<file path="src/rtl/refseq_pkg.sv">
// Shared defaults and helpers for the refresh sequencer.
// Assumes channel indices fit in the width chosen by the caller.
package refseq_pkg;
    localparam int unsigned RS_N_CH   = 18;
    localparam int unsigned RS_CODE_W = 10;
    localparam int unsigned RS_DIV_W  = 16;

    // Ring increment: wraps from last to zero.
    function automatic int unsigned ring_next(input int unsigned idx, input int unsigned n);
        return (idx + 1 >= n) ? 0 : idx + 1;
    endfunction
endpackage

</file>
<file path="src/rtl/refseq_int_osc.sv">
// Internal refresh oscillator: divides the system clock and toggles its level
// every div_half cycles (0 acts as 1). It reports the edge it is about to make
// as a one-cycle event, aligned with the register update of the level.
// Assumes div_half is quasi-static; a smaller value takes effect at once.
module refseq_int_osc #(
    parameter int unsigned DIV_W = 16
) (
    input  logic             clk,
    input  logic             rst_n,
    input  logic [DIV_W-1:0] div_half,
    output logic             osc_lvl,
    output logic             fall_evt,
    output logic             rise_evt
);
    logic [DIV_W-1:0] cnt;
    logic [DIV_W-1:0] limit;
    logic             tick;

    // Terminal count of the divider.
    always_comb begin
        limit = (div_half == '0) ? '0 : div_half - 1'b1;
        tick  = (cnt >= limit);
    end

    assign fall_evt = tick & osc_lvl;
    assign rise_evt = tick & ~osc_lvl;

    // Divider counter and oscillator level.
    always_ff @(posedge clk) begin
        if (!rst_n) begin
            cnt     <= '0;
            osc_lvl <= 1'b1;
        end else if (tick) begin
            cnt     <= '0;
            osc_lvl <= ~osc_lvl;
        end else begin
            cnt     <= cnt + 1'b1;
        end
    end
endmodule

</file>
<file path="src/rtl/refseq_pin_sync.sv">
// Two-flop synchronizer for the external refresh clock, followed by an edge
// detector. An edge event is asserted for one cycle, two clocks after the
// pin changes. Assumes pulses much wider than a system clock.
module refseq_pin_sync #(
    parameter int unsigned STAGES = 2
) (
    input  logic clk,
    input  logic rst_n,
    input  logic pin,
    output logic fall_evt,
    output logic rise_evt
);
    logic [STAGES-1:0] sync_q;
    logic              last_q;

    // Synchronizer chain plus history flop.
    always_ff @(posedge clk) begin
        if (!rst_n) begin
            sync_q <= '0;
            last_q <= 1'b0;
        end else begin
            sync_q <= {sync_q[STAGES-2:0], pin};
            last_q <= sync_q[STAGES-1];
        end
    end

    assign rise_evt = sync_q[STAGES-1] & ~last_q;
    assign fall_evt = ~sync_q[STAGES-1] & last_q;
endmodule

</file>
<file path="src/rtl/refseq_scan_core.sv">
// Scan core: tracks the source in effect, walks the channel ring on falling
// refresh edges, latches the converter code and drives the one-hot switches.
// A change of source opens every switch and rewinds the ring to channel 0.
// Assumes at most one refresh edge event per cycle from each source.
module refseq_scan_core #(
    parameter int unsigned N_CH   = 18,
    parameter int unsigned CODE_W = 10,
    parameter int unsigned IDX_W  = 5
) (
    input  logic                   clk,
    input  logic                   rst_n,
    input  logic                   src_sel,
    input  logic                   int_fall,
    input  logic                   int_rise,
    input  logic                   ext_fall,
    input  logic                   ext_rise,
    input  logic [N_CH*CODE_W-1:0] chan_codes,
    output logic                   src_q,
    output logic [N_CH-1:0]        hold_en,
    output logic [CODE_W-1:0]      dac_code,
    output logic [IDX_W-1:0]       scan_idx
);
    import refseq_pkg::*;

    logic [IDX_W-1:0]  next_idx;
    logic [IDX_W-1:0]  next_inc;
    logic [N_CH-1:0]   next_onehot;
    logic [CODE_W-1:0] next_code;
    logic              fall_sel;
    logic              rise_sel;
    logic              src_chg;

    // Decode the pending channel into a switch vector.
    for (genvar g = 0; g < N_CH; g++) begin : g_dec
        assign next_onehot[g] = (next_idx == IDX_W'(g));
    end

    // Select the pending channel's code from the bank.
    always_comb begin
        next_code = '0;
        for (int c = 0; c < N_CH; c++) begin
            if (next_onehot[c]) next_code = chan_codes[c*CODE_W +: CODE_W];
        end
    end

    // Edge events of the source in effect, and the ring increment.
    always_comb begin
        src_chg  = (src_sel != src_q);
        fall_sel = src_q ? ext_fall : int_fall;
        rise_sel = src_q ? ext_rise : int_rise;
        next_inc = IDX_W'(ring_next(int'(next_idx), N_CH));
    end

    // Sequencer state update.
    always_ff @(posedge clk) begin
        if (!rst_n) begin
            src_q    <= 1'b0;
            next_idx <= '0;
            scan_idx <= '0;
            hold_en  <= '0;
            dac_code <= '0;
        end else if (src_chg) begin
            src_q    <= src_sel;
            next_idx <= '0;
            hold_en  <= '0;
        end else if (fall_sel) begin
            scan_idx <= next_idx;
            hold_en  <= next_onehot;
            dac_code <= next_code;
            next_idx <= next_inc;
        end else if (rise_sel) begin
            hold_en  <= '0;
        end
    end
endmodule

</file>
<file path="src/rtl/refresh_scan_top.sv">
// Top of the refresh sequencer: internal oscillator, pin synchronizer and
// scan core. The shared clock pin is driven by the oscillator while the
// internal source is in effect and treated as an input otherwise.
module refresh_scan_top #(
    parameter int unsigned N_CH   = refseq_pkg::RS_N_CH,
    parameter int unsigned CODE_W = refseq_pkg::RS_CODE_W,
    parameter int unsigned DIV_W  = refseq_pkg::RS_DIV_W,
    localparam int unsigned IDX_W = (N_CH > 1) ? $clog2(N_CH) : 1
) (
    input  logic                   clk,
    input  logic                   rst_n,
    input  logic                   src_sel,
    input  logic [DIV_W-1:0]       div_half,
    input  logic                   ext_clk_in,
    output logic                   osc_pin_out,
    output logic                   osc_pin_oe,
    input  logic [N_CH*CODE_W-1:0] chan_codes,
    output logic [CODE_W-1:0]      dac_code,
    output logic [N_CH-1:0]        hold_en,
    output logic [IDX_W-1:0]       scan_idx
);
    logic int_fall, int_rise, ext_fall, ext_rise, osc_lvl, src_q;

    refseq_int_osc #(.DIV_W(DIV_W)) osc_i (
        .clk(clk), .rst_n(rst_n), .div_half(div_half),
        .osc_lvl(osc_lvl), .fall_evt(int_fall), .rise_evt(int_rise)
    );

    refseq_pin_sync #(.STAGES(2)) sync_i (
        .clk(clk), .rst_n(rst_n), .pin(ext_clk_in),
        .fall_evt(ext_fall), .rise_evt(ext_rise)
    );

    refseq_scan_core #(.N_CH(N_CH), .CODE_W(CODE_W), .IDX_W(IDX_W)) core_i (
        .clk(clk), .rst_n(rst_n), .src_sel(src_sel),
        .int_fall(int_fall), .int_rise(int_rise),
        .ext_fall(ext_fall), .ext_rise(ext_rise),
        .chan_codes(chan_codes), .src_q(src_q),
        .hold_en(hold_en), .dac_code(dac_code), .scan_idx(scan_idx)
    );

    // Pin drive follows the source in effect.
    assign osc_pin_out = osc_lvl;
    assign osc_pin_oe  = ~src_q;
endmodule

</file>
<file path="config.mk">
export PLATFORM = sky130hd
export DESIGN_NAME = refresh_scan_top
export DESIGN_NICKNAME = d
export VERILOG_FILES = /design/src/rtl/refseq_pkg.sv /design/src/rtl/refseq_int_osc.sv /design/src/rtl/refseq_pin_sync.sv /design/src/rtl/refseq_scan_core.sv /design/src/rtl/refresh_scan_top.sv
export SDC_FILE = /design/constraint.sdc
export NUM_CORES = 1
export LEC_CHECK = 0
export ABC_AREA = 1
export BUFFER_PORTS_ARGS = -buffer_cell sky130_fd_sc_hd__buf_2
export CAP_MARGIN = 25
export CELL_PAD_IN_SITES_DETAIL_PLACEMENT = 0
export CELL_PAD_IN_SITES_GLOBAL_PLACEMENT = 2
export CORE_MARGIN = 2
export CORE_UTILIZATION = 21
export DETAILED_ROUTE_END_ITERATION = 8
export PLACE_DENSITY = 0.78
export SETUP_SLACK_MARGIN = 0.15
export SYNTH_ARGS = -nofsm -noshare
export SYNTH_HDL_FRONTEND = slang
export SYNTH_SLANG_ARGS = --single-unit
</file>
<file path="constraint.sdc">
create_clock -name clk -period 2.7 [get_ports clk]
set_input_delay 0.135 -clock clk [delete_from_list [all_inputs] [get_ports clk]]
set_output_delay 0.135 -clock clk [all_outputs]
set_load 0.01 [all_outputs]
</file>
After elaboration in Yosys (flattened, before gate mapping) --
Index checks and enable logic that the tools add are counted.
Storage, ports and cells: register bits 59, bits in latches 0, RAM bits 0, ROM bits 0, bits of input ports 200, output and inout bits 35, word-level logic and storage cells 72, memories 0
Cells by class: $add $sub $neg 3, multipliers 0, divide/modulo/power cells 0, $lt $le $gt $ge 2, eq/ne operators 18, shifts and indexed selects 0, muxes and demuxes 24, bitwise gates (word level) 10, reduce and logical (&&, ||, !) cells 6
Operators by type and width (number):
- 10-bit two-way mux | 18
- 5-bit by 4-bit equality test with 1-bit output, second input constant | 8
- 18-bit two-way mux | 2
- 5-bit by 3-bit equality test with 1-bit output, second input constant | 4
- 16-bit by 1-bit adder with 16-bit output, second input constant | 1
- 16-bit >= comparator | 1
- 16-bit logical NOT | 1
- 16-bit two-way mux | 1
- 16-bit by 1-bit subtractor with 16-bit output, second input constant | 1
- 5-bit by 2-bit equality test with 1-bit output, second input constant | 2
- 5-bit equality test, second input constant | 2
- 5-bit by 1-bit adder with 6-bit output, second input constant | 1
- 6-bit by 5-bit >= comparator with 1-bit output, second input constant | 1
- 1-bit NOT | 6
- 5-bit by 1-bit equality test with 1-bit output, second input constant | 1
- 5-bit logical NOT | 1
- 5-bit two-way mux | 1
- 1-bit AND | 4
- 2-bit OR reduction | 2
- 1-bit two-way mux | 2
- 2-bit AND reduction | 1
- 2-bit nonzero test | 1
- 1-bit != test | 1

Depth between registers and ports, before layout --
word-level depth 19, gate-level depth with buffers 31, mapped depth without buffers 30

Modules after synthesis --
A second synthesis with hierarchy kept.
Second synthesis, totals: cells, all modules 974, area, all modules 5585.4 µm²
By module, submodules not included:
- refseq_scan_core | instances 1, cells each 710, area each 3834.9 µm², seq. area each 780.7 µm²
- refseq_int_osc | instances 1, cells each 250, area each 1646.6 µm², seq. area each 340.3 µm²
- refseq_pin_sync | instances 1, cells each 13, area each 100.1 µm², seq. area each 60.1 µm²
- refresh_scan_top | instances 1, cells each 1, area each 3.8 µm², seq. area each 0.0 µm²

Worst setup path before layout --
Ideal clock, no wire load.
path kind input to register, from input port div_half[7], to register core_i.hold_en[11], setup time 0.067 ns, arrival 2.918 ns, required time 2.633 ns, path slack -0.286 ns, cell stages on the path 29, path buffers 1, path through nor2_1 > inv_1 > nor2_1 > inv_1 > nor2_1 > nand3_1 > inv_1 > nor2_1 > ha_1 > o21ai_2 > a21boi_1 > o21ai_1 > nand2_1 > nand2_1 > nand2_1 > nand2_1 > nand2_1 > nand2_1 > nand2_1 > nand2_1 > nand2_1 > nand2_1 > nand2_1 > nand2_1 > nor2_1 > nor3_4 > buf_6 > nand2_1 > a21oi_2
On the way: longest elaborated chain between the ends 6, elaborated cells on any way between the ends 10, classes of those cells 1 x add/sub; 1 x order compare; 4 x mux; 2 x bitwise; 2 x reduce/logical
RTL lines:
- start: declaration | RTL line refresh_scan_top.sv:13 | input logic [DIV_W-1:0] div_half,
- 16-bit by 1-bit subtractor with 16-bit output or 16-bit logical NOT (tied branches) | RTL line refseq_int_osc.sv:21 | limit = (div_half == '0) ? '0 : div_half - 1'b1;
- 16-bit two-way mux * | RTL line refseq_int_osc.sv:21
- 16-bit >= comparator * | RTL line refseq_int_osc.sv:22 | tick = (cnt >= limit);
- 1-bit AND (on tied branches) | RTL line refseq_int_osc.sv:25, refseq_int_osc.sv:26
- 1-bit two-way mux (on tied branches) | RTL line refseq_scan_core.sv:49, refseq_scan_core.sv:50
- 18-bit two-way mux or 2-bit nonzero test (tied branches)
- end signal: assignment | RTL line refseq_scan_core.sv:68 | hold_en <= next_onehot;
- end: declaration | RTL line refseq_scan_core.sv:19 | output logic [N_CH-1:0] hold_en,
Mark *: on every way between the ends. The rest lies on a longest branch, timed or not. A chain may end at the register's enable or synchronous reset.

Final worst setup path --
from input port div_half[1], to register core_i.hold_en[5]
The elaborated chain is that of the path after synthesis.

==> impl_metrics.csv <==
group,metric,value,unit
sta,layout_min_cycle_time,2.72,ns
floorplan,core_area,25100,um^2
min_path,hold_path.startpoint,"src_sel",
pwr,power.ir.vdd_worst,200,uV
sta,fin_setup_tns,-0.0986,ns
status,status,"finished, violations left",
setup_path,startpoint,"div_half[1]",
setup_path,crit_required,2.95,ns
sta,maximum_frequency_from_static_timing_analysis,0.367,GHz
placed_design,numPortBuffers,234,
layout,finish.net_count,1475,
global_routing,grt.overflow.total,0,
sta,clock-skew-final,0.0106,ns
synth,ys_top_cells_by_count,"sky130_fd_sc_hd__nand2_1 (337), sky130_fd_sc_hd__inv_1 (125), sky130_fd_sc_hd__nor2_1 (85)",
setup_path,worst_setup_path_end_kind,"flip-flop",
clock_tree,cts_max_path_buffers,2,
global_routing,pin_count_of_the_biggest_net_entering_global_routing,24,
layout,syn2layout_area_growth,55.9,%
layout,post_route_cells_drive_above_1_share,38.1,%
sta,timing.final.hold_violations,0,
setup_path,cp_top_family,"simple AND/OR/NAND/NOR gates",
floorplan,die_w,164,um
drt,detailroute.via_count,6692,
placed_design,placed_cells_incl_taps,1538,
pwr,leakage,4.27,nW
sta,min_period_over_period,101,%
drt,drt-pass1-iter-count,4,
synth,share_of_flip_flops_with_an_asynchronous_set_or_reset_after_synthesis,0,%
floorplan,initial_utilization,21.4,%
synth,yosys-top-cells-area,"sky130_fd_sc_hd__nand2_1 (24%), sky130_fd_sc_hd__dfxtp_1 (22%), sky130_fd_sc_hd__inv_1 (8.7%), sky130_fd_sc_hd__nand3_1 (7.1%), sky130_fd_sc_hd__nor2_1 (5.9%)",
synth,synth_ff_type,"sky130_fd_sc_hd__dfxtp_1",
layout,utilization,33.3,%
synth,synth-edff-count,0,
synth,synth-compound-area-share,10.2,%
clock_tree,clkLatencyLatePin,0.34,ns
synth,netlist.area_leader.share,23.6,%
pwr,finalPower,0.00261,W
pwr,power.density_cell_area,312,nW/um^2
synth,postSynthAreaPerCell,5.70,um^2
setup_path,critical_path_arrival,2.98,ns
synth,post_synth_and_or_nand_nor_area_fraction,47.0,%
synth,muxShareOfSynthArea,0,%
sta,timing.slew.headroom,29.1,%
drt,drt_antenna_net_count,0,
drt,via_per_inst,4.22,
drt,total_wire_length,21.7,mm
clock_tree,clkSlewWorstSetupHoldPaths,0.05,ns
min_path,worst_hold_path_type,"input port to flip-flop",
layout,final_design_area_no_fill,8370,um^2
global_routing,global_route.usage.total,16.2,%
sta,transition_time_at_the_pin_with_the_least_slew_margin,1.06,ns
layout,final_cells,1587,
clock_tree,h-tree-depth,3,
clock_tree,clock-root-buffer,"sky130_fd_sc_hd__clkbuf_16",
clock_tree,cts-buffers-inserted,9,
drt,wl_per_cell,13.7,um
layout,fill_cells,2931,
placed_design,placed_area,7370,um^2
sta,finalMaxSlewViolations,0,
status,failing_checks,"negative setup slack",
global_routing,grt_pass1_vias,6773,
clock_tree,tritoncts,"built",
synth,synth-adder-area-share,5.59,%
setup_path,criticalPathCategory,"input port to flip-flop",
setup_path,critical_path_peak_fanout,8,
placed_design,globalplace.congestion,0.870,
floorplan,floorplan.io_pins,235,
floorplan,die_area,26900,um^2
sta,setup_ws_final,-0.0249,ns
synth,synth-warning-count,0,
synth,share_of_the_synthesized_netlist_area_taken_by_xor_and_xnor_gates,2.28,%
global_routing,antenna_violations_before_repair,2,
synth,synthCells,942,
synth,synth_top_family_by_area,"simple AND/OR/NAND/NOR gates",
synth,ys_seq_area_share,22.0,%
clock_tree,cts_sinks,59,
job,timing.max_cap.violations,0,
setup_path,slowest_delay,0.26,ns
setup_path,worst_r2r_startpoint,"osc_i.cnt[0]",
setup_path,crit_slowest_cell,"sky130_fd_sc_hd__nor3_4",
global_routing,global_route_wire_length_before_repair,34.0,mm
floorplan,die-height,164,um
setup_path,worst_setup_path_start_kind,"input port",
floorplan,floorplan.rows,58,
sta,finalSetupViolations,8,
synth,synth_area_leader_cell,"sky130_fd_sc_hd__nand2_1",
synth,postSynthRegisterBits,59,
drt,drc,0,
setup_path,timing.critical_path.buf_inv,8,
synth,number_of_nets_in_the_synthesized_netlist,1166,
placed_design,place.detailed.hpwl,17.5,mm
drt,first_iter_violations,202,
synth,most_numerous_cell_in_the_yosys_netlist,"sky130_fd_sc_hd__nand2_1",
synth,yosysUniqueCellTypes,40,
sta,setup_repair_after_global_routing_missed_its_margin,"true",
synth,mappedNetlistArea,5370,um^2
==> worst min-delay path: stages <==
cell	delay [ns]
sky130_fd_sc_hd__buf_2	0.10
sky130_fd_sc_hd__nand2_1	0.05
sky130_fd_sc_hd__inv_1	0.04
==> logic make-up (layout without fill, tap and decap cells) <==
group,count (synthesis),count (layout)
AOI/OAI and AO/OA,96,96
xor gates and xnor gates,14,14
adders and majority gates,24,24
buffers and inverters,168,481
DFF,59,59
other,0,1
and+or+nand+nor,581,582
==> state kept, by name (all words and copies together), names as in the netlist <==
| name | count |
|---|---|
| core_i.dac_code | 10 |
| core_i.hold_en | 18 |
| core_i.next_idx | 5 |
| core_i.scan_idx | 5 |
| core_i.src_q | 1 |
| osc_i.cnt | 16 |
| osc_i.osc_lvl | 1 |
| sync_i.last_q | 1 |
| sync_i.sync_q | 2 |
==> per-stage QoR <==
| step | hold WS [ns] | setup WS (ns) |
|---|---|---|
| global placement | 0.332 | -0.510 |
| CTS | 0.00628 | 0.0822 |
| detailed placement | 0.333 | -0.506 |
| finish | 0.0187 | -0.0249 |
| floorplan | 0.228 | -0.0784 |
| global route | 0.0277 | -0.287 |
==> layout by cell type (no fill, tap or decap), types with 20 or more instances in the layout <==
cell / instances
sky130_fd_sc_hd__or2_2: 20
sky130_fd_sc_hd__nor2_1: 72
sky130_fd_sc_hd__nand2_1: 317
sky130_fd_sc_hd__dfxtp_1: 55
sky130_fd_sc_hd__a21oi_1: 28
sky130_fd_sc_hd__nand3_1: 74
sky130_fd_sc_hd__inv_1: 110
sky130_fd_sc_hd__buf_4: 80
sky130_fd_sc_hd__buf_2: 227
sky130_fd_sc_hd__ha_1: 20
sky130_fd_sc_hd__o21ai_0: 27
==> final timing paths <==
| path | end | cells past startpoint | slack (ns) |
|---|---|---|---|
| worst min-delay path | core_i.src_q | 3 | 0.02 |
| worst max-delay path | core_i.hold_en[5] | 25 | -0.02 |
| worst min register to register | sync_i.sync_q[1] | 2 | 0.41 |
| worst max register to register | core_i.hold_en[5] | 23 | 0.12 |
==> layer usage <==
layer | part of all wire [%] | global-route usage, % | routed length [um]
met5 | 0.065 | 0 | 14
met4 | 1.8 | 4.47 | 383
met3 | 7.0 | 4.90 | 1510
met2 | 50 | 29.4 | 10800
met1 | 42 | 18.3 | 9000
==> where the power goes <==
group          internal, W  switching (W)
sequential        0.000880     0.00000779
combinational     0.000233       0.000222
clock             0.000856       0.000414
total              0.00197       0.000644
==> final cells by class <==
type                            instances  area (um^2)  share of cell area, %
Multi-Input combinational cell        716         3870                   46.2
Timing Repair Buffer                  328         2040                   24.3
Sequential cell                        59         1190                   14.2
Inverter                              136          529                   6.32
Tap cell                              330          413                   4.93
Clock buffer                           12          256                   3.06
Clock inverter                          4         72.6                  0.867
Timing Repair inverter                  1         5.00                 0.0598
Antenna cell                            1         2.50                 0.0299
==> repair_timing <==
action	in CTS	in global routing
hold buffers	1	0
gates resized for setup	50	69
pin swaps	11	7
endpoints found under the hold margin	1	0
endpoints found under the setup margin	54	55
gates cloned	3	1
setup buffers	22	5
Power figures use the tool's default switching activity.
